--- src/rtl/prio_irq_pkg.sv ---
package prio_irq_pkg;
  localparam int NSRC     = 64;
  localparam int IDX_W    = $clog2(NSRC);
  localparam int LVL_W    = 8;
  localparam int VEC_W    = 8;
  localparam int DATA_W   = 32;
  localparam int ADDR_W   = 8;
  localparam int VEC_BASE = 64;
  localparam int VEC_SPUR = 24;

  localparam logic [ADDR_W-1:0] OFF_PEND_HI  = 8'h00;
  localparam logic [ADDR_W-1:0] OFF_PEND_LO  = 8'h04;
  localparam logic [ADDR_W-1:0] OFF_MASK_HI  = 8'h08;
  localparam logic [ADDR_W-1:0] OFF_MASK_LO  = 8'h0C;
  localparam logic [ADDR_W-1:0] OFF_FORCE_HI = 8'h10;
  localparam logic [ADDR_W-1:0] OFF_FORCE_LO = 8'h14;
  localparam logic [ADDR_W-1:0] OFF_ACK      = 8'hE0;
  localparam logic [1:0]        LVL_PAGE     = 2'b01;
endpackage

--- src/rtl/prio_irq_regs.sv ---
module prio_irq_regs
  import prio_irq_pkg::*;
#(
  parameter int LW = LVL_W
) (
  input  logic               clk,
  input  logic               rst_n,
  input  logic [NSRC-1:0]    irq_i,
  input  logic               wr_i,
  input  logic [ADDR_W-1:0]  addr_i,
  input  logic [DATA_W-1:0]  wdata_i,
  input  logic [VEC_W-1:0]   ack_vec_i,
  output logic [DATA_W-1:0]  rdata_o,
  output logic [NSRC-1:0]    pend_o,
  output logic [NSRC-1:0]    force_o,
  output logic [NSRC-1:0]    mask_o,
  output logic [NSRC-1:0]    en_o,
  output logic [NSRC*LW-1:0] lvl_o
);
  localparam int HALF = NSRC / 2;

  logic [NSRC-1:0]  pend_q, frc_q, msk_q, en_q;
  logic [LW-1:0]    lvl_q [NSRC];
  logic             live_q;
  logic             lvl_hit;
  logic [IDX_W-1:0] lvl_idx;

  assign lvl_hit = (addr_i[ADDR_W-1:IDX_W] == LVL_PAGE);
  assign lvl_idx = addr_i[IDX_W-1:0];

  always_ff @(posedge clk or negedge rst_n) begin
    if (!rst_n) begin
      pend_q <= '0;
      frc_q  <= '0;
      msk_q  <= '1;
      en_q   <= '0;
      live_q <= 1'b0;
      for (int i = 0; i < NSRC; i++) lvl_q[i] <= '0;
    end else begin
      pend_q <= irq_i;
      live_q <= 1'b1;
      if (wr_i) begin
        if (lvl_hit) begin
          lvl_q[lvl_idx] <= wdata_i[LW-1:0];
          en_q[lvl_idx]  <= |wdata_i[LW-1:0];
        end else begin
          case (addr_i)
            OFF_MASK_HI:  msk_q[NSRC-1:HALF] <= wdata_i[HALF-1:0];
            OFF_MASK_LO:  msk_q[HALF-1:0]    <= wdata_i[HALF-1:0];
            OFF_FORCE_HI: frc_q[NSRC-1:HALF] <= wdata_i[HALF-1:0];
            OFF_FORCE_LO: frc_q[HALF-1:0]    <= wdata_i[HALF-1:0];
            default: ;
          endcase
        end
      end
    end
  end

  always_comb begin
    rdata_o = '0;
    if (lvl_hit) begin
      rdata_o[LW-1:0] = lvl_q[lvl_idx];
    end else begin
      case (addr_i)
        OFF_PEND_HI:  rdata_o[HALF-1:0] = pend_q[NSRC-1:HALF];
        OFF_PEND_LO:  rdata_o[HALF-1:0] = pend_q[HALF-1:0];
        OFF_MASK_HI:  rdata_o[HALF-1:0] = msk_q[NSRC-1:HALF];
        OFF_MASK_LO:  rdata_o[HALF-1:0] = msk_q[HALF-1:0];
        OFF_FORCE_HI: rdata_o[HALF-1:0] = frc_q[NSRC-1:HALF];
        OFF_FORCE_LO: rdata_o[HALF-1:0] = frc_q[HALF-1:0];
        OFF_ACK:      rdata_o[VEC_W-1:0] = ack_vec_i;
        default:      rdata_o = '0;
      endcase
    end
  end

  assign pend_o  = pend_q;
  assign force_o = frc_q;
  assign mask_o  = msk_q;
  assign en_o    = en_q;

  for (genvar g = 0; g < NSRC; g++) begin : g_lvl
    assign lvl_o[g*LW +: LW] = lvl_q[g];
  end

  AST_PEND_TRACKS_LINE: assert property (@(posedge clk) disable iff (!rst_n)
    live_q |-> (pend_q == $past(irq_i)));
  AST_LEVEL_SETS_ENABLE: assert property (@(posedge clk) disable iff (!rst_n)
    (wr_i && lvl_hit) |=> (en_q[$past(lvl_idx)] == ($past(wdata_i[LW-1:0]) != '0)));
  AST_MASK_HI_KEEPS_LO: assert property (@(posedge clk) disable iff (!rst_n)
    (wr_i && addr_i == OFF_MASK_HI) |=> (msk_q[HALF-1:0] == $past(msk_q[HALF-1:0])));
  AST_MASK_LO_KEEPS_HI: assert property (@(posedge clk) disable iff (!rst_n)
    (wr_i && addr_i == OFF_MASK_LO) |=> (msk_q[NSRC-1:HALF] == $past(msk_q[NSRC-1:HALF])));
endmodule

--- src/rtl/prio_irq_arb.sv ---
module prio_irq_arb
  import prio_irq_pkg::*;
#(
  parameter int LW = LVL_W
) (
  input  logic               clk,
  input  logic               rst_n,
  input  logic [NSRC-1:0]    active_i,
  input  logic [NSRC*LW-1:0] lvl_i,
  output logic               win_valid_o,
  output logic [IDX_W-1:0]   win_idx_o,
  output logic [LW-1:0]      win_lvl_o
);
  always_comb begin
    win_valid_o = 1'b0;
    win_idx_o   = '0;
    win_lvl_o   = '0;
    for (int i = 0; i < NSRC; i++) begin
      if (active_i[i] && (lvl_i[i*LW +: LW] >= win_lvl_o)) begin
        win_valid_o = 1'b1;
        win_idx_o   = IDX_W'(i);
        win_lvl_o   = lvl_i[i*LW +: LW];
      end
    end
  end

  AST_WINNER_IS_ACTIVE: assert property (@(posedge clk) disable iff (!rst_n)
    win_valid_o |-> active_i[win_idx_o]);
  AST_WINNER_LEVEL_NONZERO: assert property (@(posedge clk) disable iff (!rst_n)
    win_valid_o |-> (win_lvl_o != '0));
endmodule

--- src/rtl/prio_irq_ctrl.sv ---
module prio_irq_ctrl
  import prio_irq_pkg::*;
(
  input  logic               clk,
  input  logic               rst_n,
  input  logic [NSRC-1:0]    irq_i,
  input  logic               bus_wr_i,
  input  logic [ADDR_W-1:0]  bus_addr_i,
  input  logic [DATA_W-1:0]  bus_wdata_i,
  output logic [DATA_W-1:0]  bus_rdata_o,
  output logic [LVL_W-1:0]   irq_level_o,
  output logic [VEC_W-1:0]   irq_vector_o
);
  logic [NSRC-1:0]       pend, frc, msk, en, active;
  logic [NSRC*LVL_W-1:0] lvl_flat;
  logic                  win_valid;
  logic [IDX_W-1:0]      win_idx;
  logic [LVL_W-1:0]      win_lvl;
  logic [LVL_W-1:0]      level_q;
  logic [VEC_W-1:0]      vec_q;

  prio_irq_regs #(.LW(LVL_W)) u_regs (
    .clk(clk), .rst_n(rst_n), .irq_i(irq_i),
    .wr_i(bus_wr_i), .addr_i(bus_addr_i), .wdata_i(bus_wdata_i),
    .ack_vec_i(vec_q), .rdata_o(bus_rdata_o),
    .pend_o(pend), .force_o(frc), .mask_o(msk), .en_o(en), .lvl_o(lvl_flat)
  );

  assign active = (pend | frc) & en & ~msk;

  prio_irq_arb #(.LW(LVL_W)) u_arb (
    .clk(clk), .rst_n(rst_n), .active_i(active), .lvl_i(lvl_flat),
    .win_valid_o(win_valid), .win_idx_o(win_idx), .win_lvl_o(win_lvl)
  );

  always_ff @(posedge clk or negedge rst_n) begin
    if (!rst_n) begin
      level_q <= '0;
      vec_q   <= VEC_W'(VEC_SPUR);
    end else if (win_valid) begin
      level_q <= win_lvl;
      vec_q   <= VEC_W'(win_idx) + VEC_W'(VEC_BASE);
    end else begin
      level_q <= '0;
      vec_q   <= VEC_W'(VEC_SPUR);
    end
  end

  assign irq_level_o  = level_q;
  assign irq_vector_o = vec_q;

  AST_IDLE_PAIRING: assert property (@(posedge clk) disable iff (!rst_n)
    (irq_level_o == '0) == (irq_vector_o == VEC_W'(VEC_SPUR)));
  AST_VECTOR_RANGE: assert property (@(posedge clk) disable iff (!rst_n)
    (irq_vector_o == VEC_W'(VEC_SPUR)) ||
    ((irq_vector_o >= VEC_W'(VEC_BASE)) && (irq_vector_o < VEC_W'(VEC_BASE + NSRC))));
endmodule

--- config.mk ---
export PLATFORM = sky130hd
export DESIGN_NAME = prio_irq_ctrl
export DESIGN_NICKNAME = d
export VERILOG_FILES = /design/src/rtl/prio_irq_pkg.sv /design/src/rtl/prio_irq_regs.sv /design/src/rtl/prio_irq_arb.sv /design/src/rtl/prio_irq_ctrl.sv
export SDC_FILE = /design/constraint.sdc
export NUM_CORES = 2
export LEC_CHECK = 0
export ABC_AREA = 1
export BUFFER_PORTS_ARGS = -buffer_cell sky130_fd_sc_hd__buf_2
export CAP_MARGIN = 5
export CORE_ASPECT_RATIO = 1.5
export CORE_MARGIN = 10
export CORE_UTILIZATION = 23
export CTS_CLUSTER_DIAMETER = 80
export CTS_CLUSTER_SIZE = 14
export DETAILED_ROUTE_END_ITERATION = 8
export GPL_ROUTABILITY_DRIVEN = 1
export PLACE_DENSITY = 0.44
export SKIP_CTS_REPAIR_TIMING = 1
export SLEW_MARGIN = 30
export SYNTH_ARGS = -nofsm -noshare
export SYNTH_HDL_FRONTEND = slang
export SYNTH_SLANG_ARGS = --single-unit
--- constraint.sdc ---
create_clock -name clk -period 91.5 [get_ports clk]
set_input_delay 18.3 -clock clk [delete_from_list [all_inputs] [get_ports clk]]
set_output_delay 18.3 -clock clk [all_outputs]
set_load 0.005 [all_outputs]
[Yosys cells after proc, flatten, opt, wreduce, memory -nomap -nowiden]
Index checks and enable logic that the tools add are counted.
Operators by class
  reduce and logical (&&, ||, !) cells: 73
  add/sub/neg operators: 1
  magnitude comparators: 68
  muxes and demuxes: 206
  bitwise logic cells: 6
  equality and inequality tests: 7
Operators by type and width (number)
  two-way mux 8 bit: 70
  bitwise mux 512 bit: 1
  >= comparator 8 bit: 63
  two-way mux 6 bit: 32
  one-hot mux 24 bit (6 select lines): 1
  AND 64 bit: 2
  two-way mux 5 bit: 16
  logical AND 1 bit: 66
  two-way mux 1 bit: 66
  bitwise mux 64 bit: 1
  NOT 64 bit: 1
  bitwise OR 64 bit: 1
  one-hot mux 8 bit (7 select lines): 1
  binary-select mux 8 bit (select 6 bit): 1
  demux 8 bit (select 6 bit): 1
  two-way mux 4 bit: 8
  two-way mux 24 bit: 1
  equality test 8 x 4 -> 1 bit, second input constant: 2
  equality test 8 x 5 -> 1 bit, second input constant: 2
  two-way mux 3 bit: 4
  AND reduction 3 bit: 4
  adder 6 x 7 -> 8 bit, second input constant: 1
  equality test 8 x 3 -> 1 bit, second input constant: 1
  equality test 8 bit, second input constant: 1
  other kinds (13): 14
Storage, ports and cells
  output and inout port bits: 48
  logic and storage cells: 433
  register bits after elaboration: 784
  input port bits: 107

[Depth between registers and ports, before layout]
  word-level depth: 196
  gate-level depth with buffers: 827
  depth with buffers taken out: 825

[Hierarchy]
From an unflattened synthesis, not the netlist that was laid out.
Second synthesis, totals
  cell total of the unflattened synthesis: 7877
  area total of the unflattened synthesis: 54942.7 µm²
By module, submodules not included
  prio_irq_regs: cells an instance 4373, instances 1, area an instance 34673.3 µm²
  prio_irq_arb: cells an instance 3202, instances 1, area an instance 18803.0 µm²
  prio_irq_ctrl: cells an instance 302, instances 1, area an instance 1466.4 µm²

[Worst setup path before layout]
No wires, ideal clock.
  path type: register -> register
  from: register u_regs.msk_q[0] (netlist: u_regs.mask_o[0])
  to: register vec_q[6] (netlist: irq_vector_o[6])
  setup slack: 14.183 ns
  arrival time: 77.177 ns
  required time: 91.360 ns
  clock period less this slack: 77.317 ns
  stages on the path, launching flop included: 814
  path through: dfstp_2 -> nor3_4 -> nand2_1 -> ha_1 -> nand2_1 -> nor2_1 -> nor2_1 -> nand2_1 -> nand2_1 -> nand2_2 -> nand2_2 -> buf_4 -> nand2_1 -> o21ai_0 -> ha_1 -> o21ai_1 -> nand2_1 -> o21ai_0 -> (+778 left out) -> buf_4 -> inv_1 -> nand2_1 -> and2_1 -> ha_1 -> a21boi_0 -> o21a_1 -> o21a_1 -> o21ai_0 -> nand2_1 -> a21oi_1 -> o21ai_0 -> nand2_1 -> nand2_1 -> inv_1 -> nand3_1 -> nor2_1 -> nand3_1
On the way
  elaborated cells between the ends (all ways): 321
  classes of those cells: add/sub (1); order compare (63); mux (191); bitwise (2); reduce/logical (64)
RTL lines
  from (decl): RTL line prio_irq_regs.sv:22  | logic [NSRC-1:0] pend_q, frc_q, msk_q, en_q;
  from (signal, indexed assignment): RTL line prio_irq_regs.sv:48  | OFF_MASK_HI: msk_q[NSRC-1:HALF] <= wdata_i[HALF-1:0];
  from (signal, indexed assignment): RTL line prio_irq_regs.sv:49  | OFF_MASK_LO: msk_q[HALF-1:0] <= wdata_i[HALF-1:0];
  NOT 64 bit (*): RTL line prio_irq_ctrl.sv:29  | assign active = (pend | frc) & en & ~msk;
  AND 64 bit (*): RTL line prio_irq_ctrl.sv:29
  logical AND 1 bit (*): RTL line prio_irq_arb.sv:19  | if (active_i[i] && (lvl_i[i*LW +: LW] >= win_lvl_o)) begin
  two-way mux 8 bit: RTL line prio_irq_arb.sv:19
  >= comparator 8 bit: RTL line prio_irq_arb.sv:19
  logical AND 1 bit: RTL line prio_irq_arb.sv:19
  two-way mux 8 bit: RTL line prio_irq_arb.sv:19
  >= comparator 8 bit: RTL line prio_irq_arb.sv:19
  (+179 left out)
  >= comparator 8 bit: RTL line prio_irq_arb.sv:19
  logical AND 1 bit: RTL line prio_irq_arb.sv:19
  two-way mux 8 bit: RTL line prio_irq_arb.sv:19
  >= comparator 8 bit: RTL line prio_irq_arb.sv:19
  logical AND 1 bit: RTL line prio_irq_arb.sv:19
  two-way mux 1 bit (*): RTL line prio_irq_arb.sv:19
  named net u_arb.win_valid_o: RTL line prio_irq_arb.sv:10  | output logic win_valid_o,
  two-way mux 8 bit (*): RTL line prio_irq_ctrl.sv:40  | end else if (win_valid) begin
  to (signal assigned): RTL line prio_irq_ctrl.sv:39  | vec_q <= VEC_W'(VEC_SPUR);
  to (signal assigned): RTL line prio_irq_ctrl.sv:42  | vec_q <= VEC_W'(win_idx) + VEC_W'(VEC_BASE);
  to (signal assigned): RTL line prio_irq_ctrl.sv:45  | vec_q <= VEC_W'(VEC_SPUR);
  to (decl): RTL line prio_irq_ctrl.sv:20  | logic [VEC_W-1:0] vec_q;
Mark *: on every way through the listed nets, which the timed path passes. The rest lies on a longest branch.
A chain may end at the register's enable or synchronous reset.

[Final worst setup path]
  from: register u_regs.pend_q[0] (netlist: u_regs.pend_o[0])
  to: register vec_q[3] (netlist: irq_vector_o[3])
On the way
  elaborated cells between the ends (all ways): 322
  classes of those cells: add/sub (1); order compare (63); mux (191); bitwise (3); reduce/logical (64)
RTL lines
  from (decl): RTL line prio_irq_regs.sv:22
  from (signal assigned): RTL line prio_irq_regs.sv:40  | pend_q <= irq_i;
  bitwise OR 64 bit (*): RTL line prio_irq_ctrl.sv:29
  AND 64 bit (*) (2 in series): RTL line prio_irq_ctrl.sv:29
  logical AND 1 bit (*): RTL line prio_irq_arb.sv:19
  two-way mux 8 bit: RTL line prio_irq_arb.sv:19
  >= comparator 8 bit: RTL line prio_irq_arb.sv:19
  logical AND 1 bit: RTL line prio_irq_arb.sv:19
  two-way mux 8 bit: RTL line prio_irq_arb.sv:19
  >= comparator 8 bit: RTL line prio_irq_arb.sv:19
  (+179 left out)
  >= comparator 8 bit: RTL line prio_irq_arb.sv:19
  logical AND 1 bit: RTL line prio_irq_arb.sv:19
  two-way mux 8 bit: RTL line prio_irq_arb.sv:19
  >= comparator 8 bit: RTL line prio_irq_arb.sv:19
  logical AND 1 bit: RTL line prio_irq_arb.sv:19
  two-way mux 1 bit (*): RTL line prio_irq_arb.sv:19
  named net u_arb.win_valid_o: RTL line prio_irq_arb.sv:10
  two-way mux 8 bit (*): RTL line prio_irq_ctrl.sv:40
Marked as above.

==> impl_metrics.tcl <==
set metrics [dict create \
    coreArea_um2 220000 \
    power_density_nw_per_um2 33.2 \
    io_pins 155 \
    p_leak_nw 28.6 \
    hpwl_um 175000 \
    path_class "flop to flop" \
    grt_pass1_wl_um 341000 \
    cts_buffer_depth 3 \
    syn_area_um2 50800 \
    vias 48781 \
    drt_iter0_markers 4136 \
    netlist.area_leader.share_pct 35.4 \
    reg2reg_slack_ns 6.74 \
    met3_length_um 14700 \
    wl_per_cell_um 24.7 \
    die_w_um 404 \
    m1WireLength_um 98800 \
    dr.pass1.iters 6 \
    route.met2.wl_um 116000 \
    yosys_register_bits 783 \
    routed_wl_um 242000 \
    totalPowerFinal_mw 1.98 \
    hold_path_end "u_regs.en_o[53]" \
    synth-warning-count 0 \
    gp_congestion 0.914 \
    synth_ff_type "dfrtp_1" \
    top_layer_used "met5" \
    yosysTopAreaCell "dfrtp_1" \
    grt_max_degree 148 \
    place_area_um2 54900 \
    status "finished clean" \
    grt-ovfl-total 0 \
    hold_path_depth 2 \
    drv_slew 0 \
    slowest_delay_ns 0.40 \
    hold_viol_final 0 \
    start_util_pct 23.1 \
    cp.required_ns 92.16 \
    port_buffers 153 \
    grt_pass1_vias 46836 \
    r2r_cells 581 \
    yosys.cell_count.top_type "nand2_1" \
    design_area_um2 59600 \
    hold_class "flop to flop" \
    final_nets 7422 \
    tightestPinTransition_ns 1.16 \
    fp.dieH_um 595 \
    reg2reg_from "u_regs.pend_o[0]" \
    drive_above_1_share_pct 15.0 \
    syn_inst 6600 \
    synth-edff-count 0 \
    worstSetupEndpointType "flop" \
    relSlewSlack_pct 22.4 \
    antenna_found_initial 25 \
    critical_path.top_delay_family "simple AND/OR/NAND/NOR gates" \
    synth_area_leaders "dfrtp_1 35%, nand2_1 14%, o21ai_0 13%" \
    postLayoutCoreUtil_pct 27.1 \
    netlist_top_cells_count "1945 x nand2_1, 1332 x o21ai_0, 717 x dfrtp_1" \
    timing.final.crit_share_pct 92.6 \
    crit_fanout 17 \
    syn_avg_cell_area_um2 7.69 \
    ys_seq_area_share_pct 38.8 \
    htree_levels 3 \
    clk-insertion-delay-late_ns 0.72 \
    fin_cells 9802 \
    numClockSinks 783 \
    final-setup-viol-count 0 \
    avgViaCountPerCell 4.98 \
    die-area_um2 240000 \
    vdd_ir_drop_max_uv 17.3 \
    drc 0 \
    cp-start-kind "flop" \
    cts_tree "built" \
    cts_buffers 71 \
    clk_transition_reported_paths_ns 0.07 \
    antenna_left 0 \
    area_growth_pct 17.4 \
    whs_ns 0.484 \
    fmax_mhz 11.8 \
    synth_fp_nets 7151 \
    cts-root-buf "clkbuf_16" \
    min_from "u_regs.en_o[53]" \
    synthArstFlopShare_pct 100 \
    cp.buffers_inverters 86 \
    layout_min_cycle_time_ns 84.76 \
    row_count 211 \
    cpMaxStageDelayCell "o21ai_0" \
    synthDistinctLibCells 52 \
    post-place-cells 9475 \
    r2r_end "irq_vector_o[3]" \
    fin_skew_ns 0.0376 \
    cap_violations 0 \
    crit_top_cell "nand2_1" \
    critPathArrivalTime_ns 85.42 \
    critPathLaunch "u_regs.pend_o[0]" \
    track_usage_pct 19.3 \
]
worst register-to-register path: cells and delay by family (launching register included):
kind            cells  cell delay (ns)
buf+inv            86             9.66
fa+ha+maj          63            19.26
simple gates      274            28.72
flops               1             0.38
compound gates    158            26.72
area by class of cell:
cell class	count	area (µm²)
Inverter	620	2350
Sequential cell	783	19700
Antenna cell	7	17.5
Clock buffer	104	1960
Timing Repair Buffer	483	3490
Clock inverter	18	148
Tap cell	2875	3600
Fill cell	23880	160000
Multi-Input combinational cell	4912	28400
cell families (layout without fill, tap and decap cells):
logic type	count (synthesis)	in the layout	synth area share [%]
and+or+nand+nor	2656	2667	22.6
AOI/OAI and AO/OA	1800	1800	19.9
buffers and inverters	916	1225	7.82
DFF	783	783	38.8
adders and majority gates	444	444	10.9
other	1	8	0.00739
worst max path at each step:
stage                     cells past startpoint         endpoint
after floorplan                            1173  irq_vector_o[6]
after global placement                     1168  irq_vector_o[3]
after detailed placement                    941  irq_vector_o[3]
after CTS                                   915  irq_vector_o[3]
after global routing                        915  irq_vector_o[3]
final                                       581  irq_vector_o[3]
cell usage in the layout (no fill, tap or decap), types with 67 or more instances in the layout:
cell,n
nand2_1,1937
o21ai_0,1193
dfrtp_1,717
inv_1,592
ha_1,444
buf_4,311
buf_2,152
nand3_1,147
nor3_1,130
nand2_2,119
o21ai_1,112
nor2_1,89
a21oi_1,87
a221oi_1,78
clkbuf_16,72
nand3_2,67
state kept, by name, indices dropped and copies added, names as in the netlist:
signal	flops
u_regs.en_o	64
u_regs.pend_o	64
u_regs.force_o	64
u_regs.mask_o	64
irq_vector_o	7
irq_level_o	8
u_regs.lvl_o	512
metal layers:
metal | GRT usage (%) | vias up
met5 | 0 | -
met4 | 8.73 | 16
met3 | 3.28 | 391
met2 | 33.2 | 1577
met1 | 23.5 | 23886
li1 | - | 22911
power breakdown:
part / internal [mW] / total, mW / switching [mW] / leakage (nW)
combinational: 0.470 / 1.28 / 0.807 / 17.2
sequential: 0.368 / 0.395 / 0.0266 / 10.4
clock: 0.150 / 0.305 / 0.155 / 1.02
through the flow:
stage / setup TNS (ns) / setup slack (ns)
after global routing: -2.69 / -0.313
after floorplan: 0 / 14.18
after global placement: -15.43 / -1.24
after detailed placement: -16.19 / -1.30
after CTS: -21.72 / -1.66
final: 0 / 6.74
No activity file was read; power rests on OpenSTA's default activity.
